## src/rtl/uart_rxs_pkg.sv

```systemverilog
package uart_rxs_pkg;
  localparam int FLAG_W   = 7;
  localparam int FL_READY = 0;
  localparam int FL_OVR   = 1;
  localparam int FL_DRX   = 2;
  localparam int FL_FERR  = 3;
  localparam int FL_NOISE = 4;
  localparam int FL_TMO   = 5;
  localparam int FL_WAKE  = 6;

  typedef logic [FLAG_W-1:0] flag_vec_t;
endpackage

```

## src/rtl/rxs_fifo.sv

```systemverilog
module rxs_fifo #(
  parameter int DEPTH = 4,
  parameter int W     = 8
) (
  input  logic         clk,
  input  logic         rst_n,
  input  logic         flush,
  input  logic         push,
  input  logic [W-1:0] din,
  input  logic         pop,
  output logic [W-1:0] dout,
  output logic         empty,
  output logic         full
);
  localparam int AW = (DEPTH > 1) ? $clog2(DEPTH) : 1;
  localparam int CW = $clog2(DEPTH + 1);

  logic [W-1:0]  mem [DEPTH];
  logic [AW-1:0] wr_ptr_q, wr_ptr_d, rd_ptr_q, rd_ptr_d;
  logic [CW-1:0] cnt_q, cnt_d;
  logic          do_push, do_pop;

  assign empty   = (cnt_q == '0);
  assign full    = (cnt_q == CW'(DEPTH));
  assign do_push = push && !full && !flush;
  assign do_pop  = pop && !empty && !flush;
  assign dout    = mem[rd_ptr_q];

  always_comb begin
    wr_ptr_d = wr_ptr_q;
    rd_ptr_d = rd_ptr_q;
    cnt_d    = cnt_q;
    if (flush) begin
      wr_ptr_d = '0;
      rd_ptr_d = '0;
      cnt_d    = '0;
    end else begin
      if (do_push)
        wr_ptr_d = (wr_ptr_q == AW'(DEPTH - 1)) ? '0 : wr_ptr_q + AW'(1);
      if (do_pop)
        rd_ptr_d = (rd_ptr_q == AW'(DEPTH - 1)) ? '0 : rd_ptr_q + AW'(1);
      case ({do_push, do_pop})
        2'b10:   cnt_d = cnt_q + CW'(1);
        2'b01:   cnt_d = cnt_q - CW'(1);
        default: cnt_d = cnt_q;
      endcase
    end
  end

  always_ff @(posedge clk or negedge rst_n) begin
    if (!rst_n) begin
      wr_ptr_q <= '0;
      rd_ptr_q <= '0;
      cnt_q    <= '0;
    end else begin
      wr_ptr_q <= wr_ptr_d;
      rd_ptr_q <= rd_ptr_d;
      cnt_q    <= cnt_d;
    end
  end

  always_ff @(posedge clk) begin
    if (do_push) mem[wr_ptr_q] <= din;
  end


  fifo_cnt_bound_chk: assert property (@(posedge clk) disable iff (!rst_n)
    cnt_q <= CW'(DEPTH));


  fifo_full_hold_chk: assert property (@(posedge clk) disable iff (!rst_n)
    (full && push && !pop && !flush) |=> (full && $stable(wr_ptr_q)));
endmodule

```

## src/rtl/rxs_msgbuf.sv

```systemverilog
module rxs_msgbuf #(
  parameter int NBYTES = 4,
  parameter int W      = 8
) (
  input  logic                      clk,
  input  logic                      rst_n,
  input  logic                      flush,
  input  logic                      wr_en,
  input  logic [W-1:0]              din,
  input  logic [$clog2(NBYTES)-1:0] last_idx,
  input  logic [$clog2(NBYTES)-1:0] rd_idx,
  output logic [W-1:0]              dout,
  output logic                      done
);
  localparam int IW = $clog2(NBYTES);

  logic [W-1:0]  slots [NBYTES];
  logic [IW-1:0] idx_q, idx_d;
  logic          wr_ok;

  assign wr_ok = wr_en && !flush;
  assign done  = wr_ok && (idx_q == last_idx);
  assign dout  = slots[rd_idx];

  always_comb begin
    idx_d = idx_q;
    if (flush)      idx_d = '0;
    else if (wr_ok) idx_d = done ? '0 : idx_q + IW'(1);
  end

  always_ff @(posedge clk or negedge rst_n) begin
    if (!rst_n) idx_q <= '0;
    else        idx_q <= idx_d;
  end

  always_ff @(posedge clk) begin
    if (wr_ok) slots[idx_q] <= din;
  end


  msg_idx_hold_chk: assert property (@(posedge clk) disable iff (!rst_n)
    (!wr_en && !flush) |=> $stable(idx_q));


  msg_wrap_chk: assert property (@(posedge clk) disable iff (!rst_n)
    done |=> (idx_q == '0));
endmodule

```

## src/rtl/uart_rx_status.sv

```systemverilog
module uart_rx_status
  import uart_rxs_pkg::*;
#(
  parameter int DATA_W     = 8,
  parameter int FIFO_DEPTH = 4,
  parameter int MSG_BYTES  = 4,
  parameter int TMO_W      = 8
) (
  input  logic                         clk,
  input  logic                         rst_n,
  input  logic                         init_mode,
  input  logic                         fifo_mode,
  input  logic                         lock_mode,
  input  logic [$clog2(MSG_BYTES)-1:0] cfg_msg_len,
  input  logic [TMO_W-1:0]             tmo_preset,
  input  logic                         rx_valid,
  input  logic [DATA_W-1:0]            rx_data,
  input  logic                         rx_frame_err,
  input  logic                         rx_parity_err,
  input  logic                         rx_noise,
  input  logic                         sleep_mode,
  input  logic                         rx_pin,
  input  logic [FLAG_W-1:0]            flag_clr,
  input  logic [FLAG_W-1:0]            irq_en,
  input  logic [$clog2(MSG_BYTES)-1:0] rd_idx,
  input  logic                         fifo_pop,
  output logic [DATA_W-1:0]            rd_data,
  output logic [FLAG_W:0]              status,
  output logic                         irq
);
  flag_vec_t        flag_q, flag_d, flag_set;
  flag_vec_t        shown, irq_mask;
  logic             accept, buf_over, buf_wr, buf_done;
  logic             fifo_push, fifo_over, fifo_empty, fifo_full;
  logic [DATA_W-1:0] buf_dout, fifo_dout;
  logic             pin_q;
  logic             wake_edge;
  logic             tmo_run_q, tmo_run_d, tmo_hit;
  logic [TMO_W-1:0] tmo_cnt_q, tmo_cnt_d;

  assign accept    = rx_valid && !init_mode;
  assign buf_over  = accept && !fifo_mode && flag_q[FL_READY];
  assign buf_wr    = accept && !fifo_mode && (!flag_q[FL_READY] || !lock_mode);
  assign fifo_over = accept && fifo_mode && fifo_full;
  assign fifo_push = accept && fifo_mode;

  rxs_msgbuf #(.NBYTES(MSG_BYTES), .W(DATA_W)) u_msgbuf (
    .clk      (clk),
    .rst_n    (rst_n),
    .flush    (init_mode),
    .wr_en    (buf_wr),
    .din      (rx_data),
    .last_idx (cfg_msg_len),
    .rd_idx   (rd_idx),
    .dout     (buf_dout),
    .done     (buf_done)
  );

  rxs_fifo #(.DEPTH(FIFO_DEPTH), .W(DATA_W)) u_fifo (
    .clk   (clk),
    .rst_n (rst_n),
    .flush (init_mode),
    .push  (fifo_push),
    .din   (rx_data),
    .pop   (fifo_pop && fifo_mode),
    .dout  (fifo_dout),
    .empty (fifo_empty),
    .full  (fifo_full)
  );

  // character timeout counter
  always_comb begin
    tmo_run_d = tmo_run_q;
    tmo_cnt_d = tmo_cnt_q;
    tmo_hit   = 1'b0;
    if (init_mode) begin
      tmo_run_d = 1'b0;
      tmo_cnt_d = '0;
    end else if (accept) begin
      tmo_run_d = (tmo_preset != '0);
      tmo_cnt_d = '0;
    end else if (tmo_run_q) begin
      tmo_cnt_d = tmo_cnt_q + TMO_W'(1);
      if (tmo_cnt_d == tmo_preset) begin
        tmo_hit   = 1'b1;
        tmo_run_d = 1'b0;
      end
    end
  end

  assign wake_edge = sleep_mode && !init_mode && pin_q && !rx_pin;

  always_comb begin
    flag_set            = '0;
    flag_set[FL_READY]  = buf_done;
    flag_set[FL_OVR]    = buf_over || fifo_over;
    flag_set[FL_DRX]    = accept && !fifo_mode &&
                          (buf_done || buf_over || rx_frame_err || rx_parity_err);
    flag_set[FL_FERR]   = accept && rx_frame_err;
    flag_set[FL_NOISE]  = accept && rx_noise;
    flag_set[FL_TMO]    = tmo_hit;
    flag_set[FL_WAKE]   = wake_edge;
  end

  always_comb begin
    flag_d = flag_set | (flag_q & ~flag_clr);
    if (init_mode) begin
      flag_d[FL_READY] = 1'b0;
      flag_d[FL_WAKE]  = 1'b0;
    end
  end

  always_ff @(posedge clk or negedge rst_n) begin
    if (!rst_n) begin
      flag_q    <= '0;
      pin_q     <= 1'b1;
      tmo_run_q <= 1'b0;
      tmo_cnt_q <= '0;
    end else begin
      flag_q    <= flag_d;
      pin_q     <= rx_pin;
      tmo_run_q <= tmo_run_d;
      tmo_cnt_q <= tmo_cnt_d;
    end
  end

  always_comb begin
    shown         = flag_q;
    shown[FL_DRX] = fifo_mode ? fifo_empty : flag_q[FL_DRX];
    irq_mask      = irq_en;
    if (fifo_mode) irq_mask[FL_DRX] = 1'b0;
  end

  assign status  = {rx_pin, shown};
  assign irq     = |(shown & irq_mask);
  assign rd_data = fifo_mode ? fifo_dout : buf_dout;


  ovr_set_wins_chk: assert property (@(posedge clk) disable iff (!rst_n)
    flag_set[FL_OVR] |=> flag_q[FL_OVR]);


  init_force_chk: assert property (@(posedge clk) disable iff (!rst_n)
    init_mode |=> (!flag_q[FL_READY] && !flag_q[FL_WAKE]));


  tmo_bound_chk: assert property (@(posedge clk) disable iff (!rst_n)
    tmo_run_q |-> (tmo_cnt_q < tmo_preset));


  wake_set_chk: assert property (@(posedge clk) disable iff (!rst_n)
    (sleep_mode && !init_mode && pin_q && !rx_pin) |=> flag_q[FL_WAKE]);


  fifo_drop_chk: assert property (@(posedge clk) disable iff (!rst_n)
    (fifo_mode && fifo_full && rx_valid && !init_mode) |=> flag_q[FL_OVR]);
endmodule

```

## config.mk

```make
export PLATFORM = sky130hd
export DESIGN_NAME = uart_rx_status
export DESIGN_NICKNAME = d
export VERILOG_FILES = /design/src/rtl/uart_rxs_pkg.sv /design/src/rtl/rxs_fifo.sv /design/src/rtl/rxs_msgbuf.sv /design/src/rtl/uart_rx_status.sv
export SDC_FILE = /design/constraint.sdc
export NUM_CORES = 1
export LEC_CHECK = 0
export BUFFER_PORTS_ARGS = -buffer_cell sky130_fd_sc_hd__buf_2
export CAP_MARGIN = 40
export CORE_MARGIN = 2
export CORE_UTILIZATION = 45
export CTS_CLUSTER_DIAMETER = 60
export DETAILED_ROUTE_END_ITERATION = 8
export MAX_ROUTING_LAYER = met4
export PLACE_DENSITY = 0.65
export SETUP_SLACK_MARGIN = 0.1
export SLEW_MARGIN = 10
export SYNTH_ARGS = -nofsm -noshare
export SYNTH_HDL_FRONTEND = slang
export SYNTH_HIERARCHICAL = 1
export SYNTH_SLANG_ARGS = --single-unit
```

## constraint.sdc

```tcl
create_clock -name clk -period 2.5 [get_ports clk]
set_clock_uncertainty 0.2 [all_clocks]
set_input_delay 0.125 -clock clk [delete_from_list [all_inputs] [get_ports clk]]
set_output_delay 0.125 -clock clk [all_outputs]
set_load 0.02 [all_outputs]
```

==> results.md <==
- Req. time, crit path: 2.55 ns
- number of design rule violations left after detail routing: 0
- number of synthesized flops with an enable pin: 64
- post-route ant nets: 0
- Area Overhead vs Synth: 22.6%
- Tmin final: 2.31 ns
- Worst Max-Slew Pin Slew: 0.604 ns
- top-level port count: 63
- power dissipated by switching net loads: 0.000728 W
- cell family with most CP delay: buffers and inverters
- Final HPWL DP: 5830 um
- wire length of the first global-routing pass: 13800 um
- RD Place Congestion: 0.798
- buffers added on ports: 62
- Layout Cells excl Fill: 533
- cell area after layout: 5280 um^2
- cell area after synthesis: 4310 um^2
- gr usage total: 18.3%
- number of endpoints failing setup at the final stage: 0
- category of the worst setup path capture point: flop
- share of flip-flops with an asynchronous set or reset after synthesis: 28.9%
- Slowest-stage cell, CP: sky130_fd_sc_hd__dlygate4sd3_1
- data arrival time of the critical path: 2.37 ns
- Flop pwr share: 54.9%
- clock buffer depth: 2
- achievable frequency: 432 MHz
- Worst Hold Class: input port to flop
- status: finished clean
- CP Class: input port to flop
- Critical R2R Launch: u_fifo/cnt_q[1]
- layout cells sized above 1: 32.2%
- Combinational Power Share: 9.8%
- final wirelength: 8790 um
- Yosys warning total: 6
- number of global-route vias before repair: 2792
- post-route total power: 0.00298 W
- number of nets in the layout: 456
- final count of pins violating max slew: 0
- FF+latch count, synth: 90
- number of failing hold endpoints at the final stage: 0
- sw frac: 24.4%
- CTS buffer count: 9
- Leak Pwr: 2.04 nW
- flip-flop cell with the highest count after synthesis: sky130_fd_sc_hd__edfxtp_1
- number of distinct library cells after synthesis: 56
- largest fanout on the critical path: 4
- clk root buf: sky130_fd_sc_hd__clkbuf_8
- number of violations of the max-capacitance limit: 0
- drt pass-1 iters: 4
- Buf+Inv Stages, Crit Path: 3
- clock share of power: 35.3%
- initial cell density of the core: 46.4%
- average wire per standard cell: 16.5 um
- initial antenna violation count: 0
- initial detailed-routing violation count: 151
- capture endpoint of the worst hold path: u_msgbuf/idx_q[0]
- Worst path depth: 10
- pin count of the biggest net entering global routing: 27
- relative max-transition margin: 59.8%
- final sum of negative setup slack: 0 ns
- Hold Slack: 0.0431 ns
- number of cells after detailed placement: 480
- delay of the slowest cell on the worst path: 0.54 ns
- FP Rows: 35
- FF-to-FF End: u_fifo/cnt_q[1]
- sequence of cells on the critical path: dlygate4sd3_1, buf_2, nor2b_2, and2_1, a211oi_1, fa_1, inv_1, a311oi_1, a21oi_1, a211oi_1
- vias per inst: 5.20
- count of cells along the worst hold path: 4
- power per unit of standard cell area: 564 nW/um^2
- dominant cell type by area after synthesis: sky130_fd_sc_hd__edfxtp_1
- Max VDD drop: 0.000363 V
- Period Utilization, post-route: 92.6%
- H-tree depth: 3
- RSZ-0062 raised after global routing: yes
- critical path launch point type: input port
- Post-Syn Nets: 360
- number of inserted diodes: 0
- top-area cell type share of the netlist area: 44.6%
- Die Area: 10400 um^2
- Congestion Overflow GR: 0
- Post-Syn Instances: 303
- Core Area: 9280 um^2
- clock latency of the later-clocked register in the worst-skew pair: 0.35 ns
- fill cell count: 786
- cell type with the highest occurrence count on the critical path: sky130_fd_sc_hd__a211oi_1
- total number of clock tree sinks: 90
- Horiz. Die Dim: 102 um
- worst-case register-to-register setup slack: 0.20 ns
- average cell area after synthesis: 14.2 um^2
- cells taking the most area after synthesis: sky130_fd_sc_hd__edfxtp_1 (45%), sky130_fd_sc_hd__dfrtp_1 (15%), sky130_fd_sc_hd__mux4_2 (8.4%), sky130_fd_sc_hd__ha_1 (2.9%), sky130_fd_sc_hd__xor2_1 (2.6%)
- Placement Cell Area: 4690 um^2
- R2R depth: 8
- clock input transition at the sequential cells of the worst setup and hold paths: 0.10 ns
- Vias: 2770
- part of the Yosys area used for sequential elements: 59.7%
- clock tree from TritonCTS: built
- Int Pwr: 0.00225 W
- Vert. Die Dim: 102 um
- Hold Startpoint: init_mode
cell type report:
class / instances / area, um^2 / area share [%]
Sequential cell: 90 / 2580 / 48.8
Multi-Input combinational cell: 178 / 1540 / 29.1
Timing Repair Buffer: 108 / 743 / 14.1
Tap cell: 129 / 161 / 3.05
Clock buffer: 9 / 124 / 2.34
Clock inverter: 7 / 95.1 / 1.80
Inverter: 12 / 45.0 / 0.852
cell usage in the layout (no fill, tap or decap), drive strengths merged, types with 12 or more instances in the layout:
master,netlist,final
buf,17,73
nand2,12,12
inv,12,15
edfxtp,64,64
mux4,16,16
dfrtp,25,25
dlygate4sd3,0,35
xor2,13,13
nor2,17,17
worst reg2reg max path, delay by kind of cell (launching register included):
| family | cells | cell delay (ns) |
|---|---|---|
| DFF | 1 | 0.42 |
| AOI/OAI and AO/OA | 5 | 0.78 |
| buffers and inverters | 1 | 0.05 |
| adders and majority gates | 1 | 0.49 |
| and+or+nand+nor | 1 | 0.26 |
synth_stat cells (all sizes together), types with 2 or more instances:
cell / n
or4: 2
mux4: 16
nand3: 5
ha: 10
a211oi: 7
mux2i: 4
o22ai: 3
inv: 12
nand4: 3
xor2: 13
nand2: 12
buf: 17
clkbuf: 6
o21ai: 10
or3: 5
o21a: 2
mux2: 8
and2: 10
nor2: 17
dfrtp: 25
edfxtp: 64
nor2b: 3
nand2b: 5
a21o: 3
o31ai: 2
nor3: 6
a21oi: 8
or2: 2
nor3b: 2
xnor2: 4
a22oi: 2
power groups by stage:
stage	Clock [W]	Combinational [W]	Sequential, W
after floorplan	0	0.000158	0.00166
after global placement	0	0.000244	0.00167
after detailed placement	0	0.000249	0.00167
after CTS	0.00109	0.000289	0.00164
after global routing	0.00114	0.000320	0.00164
final	0.00105	0.000291	0.00164
flip-flops by register name (all words and copies together) (netlist names):
name             cells
pin_q                1
u_fifo/cnt_q         3
u_msgbuf/slots      32
tmo_run_q            1
u_fifo/rd_ptr_q      2
flag_q               7
u_msgbuf/idx_q       2
u_fifo/wr_ptr_q      2
u_fifo/mem          32
tmo_cnt_q            8
timing repair:
action                                  in CTS  in global routing
endpoints found under the setup margin       8                  8
buffers inserted                             0                  2
hold buffers                                35                  0
hold endpoints to repair                   116                  0
gates resized for setup                      1                  4
per-stage QoR:
step | util (%) | setup slack [ns]
after floorplan | - | 0.192
after CTS | 56.6 | 0.160
after global placement | 50.5 | 0.214
after global routing | 56.9 | 0.0463
final | 56.9 | 0.186
after detailed placement | 50.5 | 0.181
routing by layer:
metal / up-vias / GRT usage [%] / routed length [um]
met5: - / - / 0
met4: 0 / 5.23 / 127
met3: 12 / 3.63 / 379
met2: 57 / 29.1 / 4400
met1: 1382 / 24.2 / 3890
li1: 1319 / - / -
cell families after synthesis:
kind of cell / after synthesis / share of synthesized area, %
AOI/OAI and AO/OA: 45 / 7.49
xor gates and xnor gates: 17 / 3.45
adders and majority gates: 11 / 3.37
buffers and inverters: 35 / 4.79
DFF: 90 / 59.7
muxes: 28 / 11.4
and+or+nand+nor: 77 / 9.81
worst max path at each step:
stage                          from         endpoint  slack (ns)
CTS                 u_fifo/cnt_q[1]  u_fifo/cnt_q[1]        0.16
global placement    u_fifo/cnt_q[1]  u_fifo/cnt_q[1]        0.21
detailed placement  u_fifo/cnt_q[1]  u_fifo/cnt_q[1]        0.18
finish                     rx_valid  u_fifo/cnt_q[1]        0.19
global route               rx_valid  u_fifo/cnt_q[1]        0.05
floorplan                 fifo_mode  u_fifo/cnt_q[1]        0.19
Power figures use the tool's default switching activity.
